<file path="config.mk">
export PLATFORM = sky130hd
export DESIGN_NAME = mac_fir
export DESIGN_NICKNAME = d
export VERILOG_FILES = /design/src/rtl/mac_fir_pkg.sv /design/src/rtl/mac_fir_seq.sv /design/src/rtl/mac_fir_mem.sv /design/src/rtl/mac_fir_dp.sv /design/src/rtl/mac_fir.sv
export SDC_FILE = /design/constraint.sdc
export NUM_CORES = 2
export LEC_CHECK = 0
export BUFFER_PORTS_ARGS = -buffer_cell sky130_fd_sc_hd__buf_2
export CORE_MARGIN = 1.5
export CORE_UTILIZATION = 48
export DETAILED_ROUTE_END_ITERATION = 8
export GPL_TIMING_DRIVEN = 0
export PLACE_DENSITY = 0.66
export SLEW_MARGIN = 20
export SYNTH_ARGS = -nofsm -noshare
export SYNTH_HDL_FRONTEND = slang
export SYNTH_SLANG_ARGS = --single-unit
</file>
<file path="constraint.sdc">
create_clock -name clk -period 4.4 [get_ports clk]
set_input_delay 0.88 -clock clk [delete_from_list [all_inputs] [get_ports clk]]
set_output_delay 0.88 -clock clk [all_outputs]
set_load 0.1 [all_outputs]
</file>
<file path="src/rtl/mac_fir_pkg.sv">
package mac_fir_pkg;

   // Sequencer state
   typedef enum logic {
      SEQ_IDLE = 1'b0,
      SEQ_RUN  = 1'b1
   } seq_state_t;

   // Control tag that travels down the pipeline beside each tap's data
   typedef struct packed {
      logic vld;    // a tap is present in this stage
      logic first;  // first tap of a result: load instead of add
      logic last;   // last tap of a result: capture after this one
   } tap_tag_t;

   localparam tap_tag_t TAG_NONE = '{vld: 1'b0, first: 1'b0, last: 1'b0};

endpackage

</file>
<file path="src/rtl/mac_fir_seq.sv">
module mac_fir_seq
   import mac_fir_pkg::*;
#(
   parameter int TAPS = 92,
   localparam int AW  = $clog2(TAPS)
) (
   input  logic          clk,
   input  logic          rst_n,
   input  logic          in_valid,
   output logic          in_ready,
   output logic          wr_en,
   output logic [AW-1:0] wr_addr,
   output tap_tag_t      issue_tag,
   output logic [AW-1:0] coef_addr,
   output logic [AW-1:0] samp_addr
);

   localparam logic [AW-1:0] LAST_IDX = AW'(TAPS - 1);

   seq_state_t    state_q;
   logic [AW-1:0] tap_q;
   logic [AW-1:0] rd_ptr_q;
   logic [AW-1:0] newest_q;
   logic          last_tap;
   logic          accept;

   assign last_tap = (state_q == SEQ_RUN) && (tap_q == LAST_IDX);
   // The slot read on the last tap is the next one to be written, and the
   // ring reads before it writes, so a new sample may enter on that cycle.
   assign in_ready = (state_q == SEQ_IDLE) || last_tap;
   assign accept   = in_valid && in_ready;

   assign wr_en    = accept;
   assign wr_addr  = (newest_q == LAST_IDX) ? '0 : newest_q + AW'(1);

   always_ff @(posedge clk or negedge rst_n) begin
      if (!rst_n) begin
         state_q  <= SEQ_IDLE;
         tap_q    <= '0;
         rd_ptr_q <= '0;
         newest_q <= LAST_IDX;
      end else if (accept) begin
         state_q  <= SEQ_RUN;
         tap_q    <= '0;
         rd_ptr_q <= wr_addr;
         newest_q <= wr_addr;
      end else if (last_tap) begin
         state_q  <= SEQ_IDLE;
      end else if (state_q == SEQ_RUN) begin
         tap_q    <= tap_q + AW'(1);
         rd_ptr_q <= (rd_ptr_q == '0) ? LAST_IDX : rd_ptr_q - AW'(1);
      end
   end

   always_comb begin
      issue_tag       = TAG_NONE;
      issue_tag.vld   = (state_q == SEQ_RUN);
      issue_tag.first = (state_q == SEQ_RUN) && (tap_q == '0);
      issue_tag.last  = last_tap;
   end

   assign coef_addr = tap_q;
   assign samp_addr = rd_ptr_q;

endmodule

</file>
<file path="src/rtl/mac_fir_mem.sv">
module mac_fir_mem
   import mac_fir_pkg::*;
#(
   parameter int TAPS      = 92,
   parameter int SAMPLE_W  = 8,
   parameter int COEF_W    = 12,
   parameter int COEF_STEP = 1237,
   parameter int COEF_BASE = 301,
   localparam int AW       = $clog2(TAPS)
) (
   input  logic                clk,
   input  logic                rst_n,
   input  logic                wr_en,
   input  logic [AW-1:0]       wr_addr,
   input  logic [SAMPLE_W-1:0] wr_data,
   input  tap_tag_t            rd_tag,
   input  logic [AW-1:0]       samp_addr,
   input  logic [AW-1:0]       coef_addr,
   output logic [SAMPLE_W-1:0] samp_q,
   output logic [COEF_W-1:0]   coef_q,
   output tap_tag_t            tag_q
);

   logic [SAMPLE_W-1:0] ring_q [TAPS];
   logic [COEF_W-1:0]   rom    [TAPS];

   // Fixed coefficient table, one constant per entry
   for (genvar g = 0; g < TAPS; g++) begin : g_rom
      assign rom[g] = COEF_W'(g * COEF_STEP + COEF_BASE);
   end

   // Circular sample store, cleared by reset so history starts at zero
   always_ff @(posedge clk or negedge rst_n) begin
      if (!rst_n) begin
         for (int i = 0; i < TAPS; i++) ring_q[i] <= '0;
      end else if (wr_en) begin
         ring_q[wr_addr] <= wr_data;
      end
   end

   // Registered read port; it sees the value held before a same-cycle write
   always_ff @(posedge clk or negedge rst_n) begin
      if (!rst_n) begin
         samp_q <= '0;
         coef_q <= '0;
         tag_q  <= TAG_NONE;
      end else begin
         tag_q <= rd_tag;
         if (rd_tag.vld) begin
            samp_q <= ring_q[samp_addr];
            coef_q <= rom[coef_addr];
         end
      end
   end

endmodule

</file>
<file path="src/rtl/mac_fir_dp.sv">
module mac_fir_dp
   import mac_fir_pkg::*;
#(
   parameter int SAMPLE_W  = 8,
   parameter int COEF_W    = 12,
   parameter int ACC_W     = 27,
   parameter bit PIPE_MULT = 1'b1,
   localparam int PROD_W   = SAMPLE_W + COEF_W
) (
   input  logic                clk,
   input  logic                rst_n,
   input  logic [SAMPLE_W-1:0] samp,
   input  logic [COEF_W-1:0]   coef,
   input  tap_tag_t            tag,
   output logic                res_valid,
   output logic [ACC_W-1:0]    res
);

   logic signed [PROD_W-1:0] prod_c;
   logic signed [PROD_W-1:0] prod_s;
   tap_tag_t                 tag_s;
   logic        [ACC_W-1:0]  prod_ext;
   logic        [ACC_W-1:0]  acc_q;
   logic                     done_q;

   assign prod_c = $signed(samp) * $signed(coef);

   if (PIPE_MULT) begin : g_mult_reg
      always_ff @(posedge clk or negedge rst_n) begin
         if (!rst_n) begin
            prod_s <= '0;
            tag_s  <= TAG_NONE;
         end else begin
            prod_s <= prod_c;
            tag_s  <= tag;
         end
      end
   end else begin : g_mult_comb
      assign prod_s = prod_c;
      assign tag_s  = tag;
   end

   assign prod_ext = {{(ACC_W - PROD_W){prod_s[PROD_W-1]}}, prod_s};

   // The first tap loads the product, so no clear cycle is spent
   always_ff @(posedge clk or negedge rst_n) begin
      if (!rst_n) begin
         acc_q  <= '0;
         done_q <= 1'b0;
      end else begin
         done_q <= tag_s.vld && tag_s.last;
         if (tag_s.vld) acc_q <= tag_s.first ? prod_ext : acc_q + prod_ext;
      end
   end

   // Result capture register
   always_ff @(posedge clk or negedge rst_n) begin
      if (!rst_n) begin
         res       <= '0;
         res_valid <= 1'b0;
      end else begin
         res_valid <= done_q;
         if (done_q) res <= acc_q;
      end
   end

endmodule

</file>
<file path="src/rtl/mac_fir.sv">
module mac_fir
   import mac_fir_pkg::*;
#(
   parameter int TAPS      = 92,
   parameter int SAMPLE_W  = 8,
   parameter int COEF_W    = 12,
   parameter int COEF_STEP = 1237,
   parameter int COEF_BASE = 301,
   parameter bit PIPE_MULT = 1'b1
) (
   input  logic                                          clk,
   input  logic                                          rst_n,
   input  logic                                          in_valid,
   output logic                                          in_ready,
   input  logic [SAMPLE_W-1:0]                           in_sample,
   output logic                                          out_valid,
   output logic [SAMPLE_W+COEF_W+$clog2(TAPS)-1:0]       out_result
);

   localparam int AW    = $clog2(TAPS);
   localparam int ACC_W = SAMPLE_W + COEF_W + AW;

   if (TAPS < 2) begin : g_bad_taps
      $error("mac_fir: TAPS must be at least 2");
   end
   if (SAMPLE_W < 2 || COEF_W < 2) begin : g_bad_width
      $error("mac_fir: sample and coefficient widths must be at least 2");
   end

   logic          wr_en;
   logic [AW-1:0] wr_addr;
   tap_tag_t      issue_tag;
   tap_tag_t      rd_tag;
   logic [AW-1:0] coef_addr;
   logic [AW-1:0] samp_addr;
   logic          issue_vld;
   logic [SAMPLE_W-1:0] samp_q;
   logic [COEF_W-1:0]   coef_q;

   assign issue_vld = issue_tag.vld;

   mac_fir_seq #(.TAPS(TAPS)) u_seq (
      .clk       (clk),
      .rst_n     (rst_n),
      .in_valid  (in_valid),
      .in_ready  (in_ready),
      .wr_en     (wr_en),
      .wr_addr   (wr_addr),
      .issue_tag (issue_tag),
      .coef_addr (coef_addr),
      .samp_addr (samp_addr)
   );

   mac_fir_mem #(
      .TAPS(TAPS), .SAMPLE_W(SAMPLE_W), .COEF_W(COEF_W),
      .COEF_STEP(COEF_STEP), .COEF_BASE(COEF_BASE)
   ) u_mem (
      .clk       (clk),
      .rst_n     (rst_n),
      .wr_en     (wr_en),
      .wr_addr   (wr_addr),
      .wr_data   (in_sample),
      .rd_tag    (issue_tag),
      .samp_addr (samp_addr),
      .coef_addr (coef_addr),
      .samp_q    (samp_q),
      .coef_q    (coef_q),
      .tag_q     (rd_tag)
   );

   mac_fir_dp #(
      .SAMPLE_W(SAMPLE_W), .COEF_W(COEF_W), .ACC_W(ACC_W), .PIPE_MULT(PIPE_MULT)
   ) u_dp (
      .clk       (clk),
      .rst_n     (rst_n),
      .samp      (samp_q),
      .coef      (coef_q),
      .tag       (rd_tag),
      .res_valid (out_valid),
      .res       (out_result)
   );

endmodule

</file>
==> impl_results.md <==
* Relative slew slack at 18.5%
* Die area at around 94000 um2
* Final setup vio count at 6
* All-Layer GR Usage at 26.5%
* Max Clock Freq at 0.219 GHz
* Final Core Density at about 54%
* Vias per inst at 6.02
* Failing checks: setup timing
* Max-cap viol count at 0
* Pwr Total at 16.1 mW
* Register clock-pin slew on the reported worst setup and hold paths at 0.06 ns
* RSZ-0062 raised after global routing: true
* Multi-input logic area at 21800 um2
* M3 GR Usage at 4.59%
* Power Dens Cells at 322 nW/um2
* Seq cells post-synth at 860
* Top-level port count at 40
* FFs w/ async S/R, synth at 100%
* Hold Crit Class: in2async
* Main flop type after synthesis: dfrtp_1
* Critical Path End Type: flip-flop
* Synth Net Count at 3422
* Register area share after synthesis at 48.4%
* Row count at around 110
* Hpwl dp at 86.2 mm
* Avg WL per Cell at 26.3 um
* Share of layout cells above drive strength 1 at a little under 40%
* Clock tree from TritonCTS: yes
* Final ANT Viol Nets at 0
* Clock Latency Late Sink at 0.68 ns
* Leakage at around 24 nW
* Ys Warns at 0
* Final hold viol count at 0
* Port Buffer Count at 31
* Met1 global-route usage at 35.4%
* Synthesized area at approximately 44000 um2
* Vias in the first global route at between 20000 and 30000
* Seq. cell area at 21500 um2
* Area Growth Syn to Fin at 12.2%
* Arr. time, crit path at 5.15 ns
* CP startpoint kind: flip-flop
* Met2 Resource Use GR at a little over two fifths
* Cts bufs inserted at 94
* Synth cell types at 77
* Minimum clock period after layout at about 4.6 ns
* First-pass GRT wire length at between 150 and 200 mm
* Gr ovfl total at 0
* Routed via count at roughly 28000
* GRT busiest layer: met2
* Filler Cells Inserted at around 7600
* EDFF count, synth at 0
* Final RePlAce weighted congestion at 0.955
* Outcome: finished, violations left
* Slack of the critical path at -0.168 ns
* Layout Nets at 3580
* Core ar. at 91700 um2
* Mapped Avg Cell Area at 13.6 um2
* Clock Sinks at 860
* Synth Instances at 3259
* Initial antenna violation count at 5
* 1st-pass router iterations at 5
* Cts hold-fix bufs at 0
* Critical path class: reg2reg
* Root Buffer: clkbuf_16
* Initial Utilization at 48.5%
* H-tree depth at 3
* Detailed Route Iter0 Violations at roughly 2300
* DRC Markers at 0
* Max-slew violations at 0
* Worst-Margin Slew at around 1.2 ns
* Die height at 307 um
* Worst VDD drop at 0.342 mV
* CP max FO at 4
* Clock buffer depth at 3
* Fin crit share at 104%
* Largest net degree at the start of global routing at ~130
* WP data required at 4.98 ns
* Total wire length at around 120 mm
* Die Width at 307 um
* Final clock skew at 0.0311 ns
## logic make-up after synthesis
logic type               Yosys count  synth area share [%]
multiplexers                    1024                  31.6
AO/OA/AOI/OAI                    317                  4.51
XOR/XNOR                          46                 0.924
adder cells (fa/ha/maj)          152                  5.63
buffers and inverters            356                  3.11
AND/OR/NAND/NOR                  504                  5.77
flip-flops                       860                  48.4
## final cells by class
cell class,instances,area share [%]
inverter,149,1.12
buffer,206,1.81
sequential,860,43.2
timing repair buffer,63,1.12
tap,1186,2.98
multi-input combinational,2043,43.7
clock buffer,139,5.46
clock inverter,23,0.597
antenna,2,0.0100
## Yosys cell counts (all sizes together), types with 6 or more instances
cell type	instances	area share [%]
a211oi	16	0.27
a21o	13	0.22
a21oi	105	1.2
a31oi	14	0.20
and2	64	0.90
buf	43	0.46
clkbuf	164	1.4
dfrtp	855	48
fa	80	3.6
ha	72	2.0
inv	147	1.2
mux2	773	20
mux2i	25	0.56
mux4	226	11
nand2	150	1.3
nand2b	20	0.28
nand3	38	0.47
nand4	6	0.084
nor2	161	1.6
nor2b	12	0.17
nor3	25	0.47
o211ai	13	0.22
o21a	7	0.12
o21ai	73	0.84
o21bai	6	0.10
o221ai	10	0.20
o22ai	6	0.084
xnor2	33	0.65
xor2	13	0.27
## sequential cells by signal, indices dropped and copies added, names as in the netlist
name             flops
u_mem.tag_q          3
u_dp.tag_s           3
u_seq.state_q        1
u_mem.ring_q       736
u_dp.prod_s         20
u_mem.samp_q         8
u_dp.res            27
u_seq.samp_addr      7
u_dp.res_valid       1
u_dp.acc_q          27
u_dp.done_q          1
u_seq.newest_q       7
u_seq.coef_addr      7
u_mem.coef_q        12
## what timing repair did
item,CTS,global route
pin swaps,36,22
gates resized for setup,49,20
buffers inserted,18,8
endpoints found under the setup margin,9,9
## placed cells by master, fill, tap and decap left out, drive strengths merged, types with 6 or more instances in the layout
| cell type | n |
|---|---|
| dfrtp | 855 |
| mux2 | 773 |
| clkbuf | 300 |
| mux4 | 226 |
| nor2 | 161 |
| nand2 | 150 |
| inv | 149 |
| buf | 108 |
| a21oi | 105 |
| fa | 80 |
| o21ai | 73 |
| ha | 72 |
| and2 | 64 |
| nand3 | 38 |
| xnor2 | 33 |
| mux2i | 25 |
| nor3 | 25 |
| nand2b | 20 |
| clkinv | 18 |
| a211oi | 16 |
| a31oi | 14 |
| o211ai | 13 |
| a21o | 13 |
| xor2 | 13 |
| nor2b | 12 |
| o221ai | 10 |
| o21a | 7 |
| o21bai | 6 |
| nand4 | 6 |
| o22ai | 6 |
## path summary, 6_finish.rpt
path                                              from                             to  slack, ns  cells after the start
max in group asynchronous                        rst_n  u_mem.ring_q[184]$_DFFE_PN0P_       2.53                      3
min in group clk              u_mem.tag_q[2]$_DFF_PN0_        u_dp.tag_s[2]$_DFF_PN0_       0.36                      0
hold / removal                                   rst_n       u_dp.res[11]$_DFFE_PN0P_       0.15                      1
setup reg to reg           u_mem.samp_q[4]$_DFFE_PN0P_      u_dp.prod_s[18]$_DFF_PN0_      -0.17                     19
hold reg to reg               u_mem.tag_q[2]$_DFF_PN0_        u_dp.tag_s[2]$_DFF_PN0_       0.36                      0
setup / recovery           u_mem.samp_q[4]$_DFFE_PN0P_      u_dp.prod_s[18]$_DFF_PN0_      -0.17                     19
## stage by stage
step / area, um2 / hold WS (ns) / worst slack [ns] / instances / TNS (ns)
4_1_cts: 49700 / 0.178 / -0.179 / 4661 / -0.467
2_1_floorplan: 44500 / 0.331 / -0.00184 / 3259 / -0.00184
6_report: 49800 / 0.148 / -0.168 / 4671 / -0.486
5_1_grt: 49800 / 0.191 / -0.334 / 4669 / -1.44
3_3_place_gp: 46200 / 0.336 / -16.39 / 4476 / -
3_5_place_dp: 46400 / 0.335 / -0.505 / 4482 / -2.53
## routing by layer
layer	share of wire [%]	vias up
li1	-	12100
met1	42	15000
met2	48	766
met3	5.4	226
met4	4.1	0
met5	0	-
## power breakdown
group / leakage [nW] / switching [mW] / internal, mW
Combinational: 10.5 / 0.311 / 0.0389
Clock: 1.48 / 3.29 / 4.52
Sequential: 11.9 / 0 / 7.91
## worst max-delay path: stages (launching register included)
cell and delay (ns):
dfrtp_2 0.44, buf_6 0.13, and2_4 0.15, fa_1 0.52
inv_1 0.05, fa_1 0.47, inv_1 0.05, fa_1 0.49
inv_2 0.04, fa_1 0.51, inv_2 0.05, ha_4 0.25
o21a_1 0.18, o31a_1 0.13, o211ai_1 0.27, a21oi_2 0.11
nand2b_4 0.16, a41o_1 0.23, a21oi_2 0.15, xnor2_1 0.12
No activity file was read; power rests on OpenSTA's default activity.
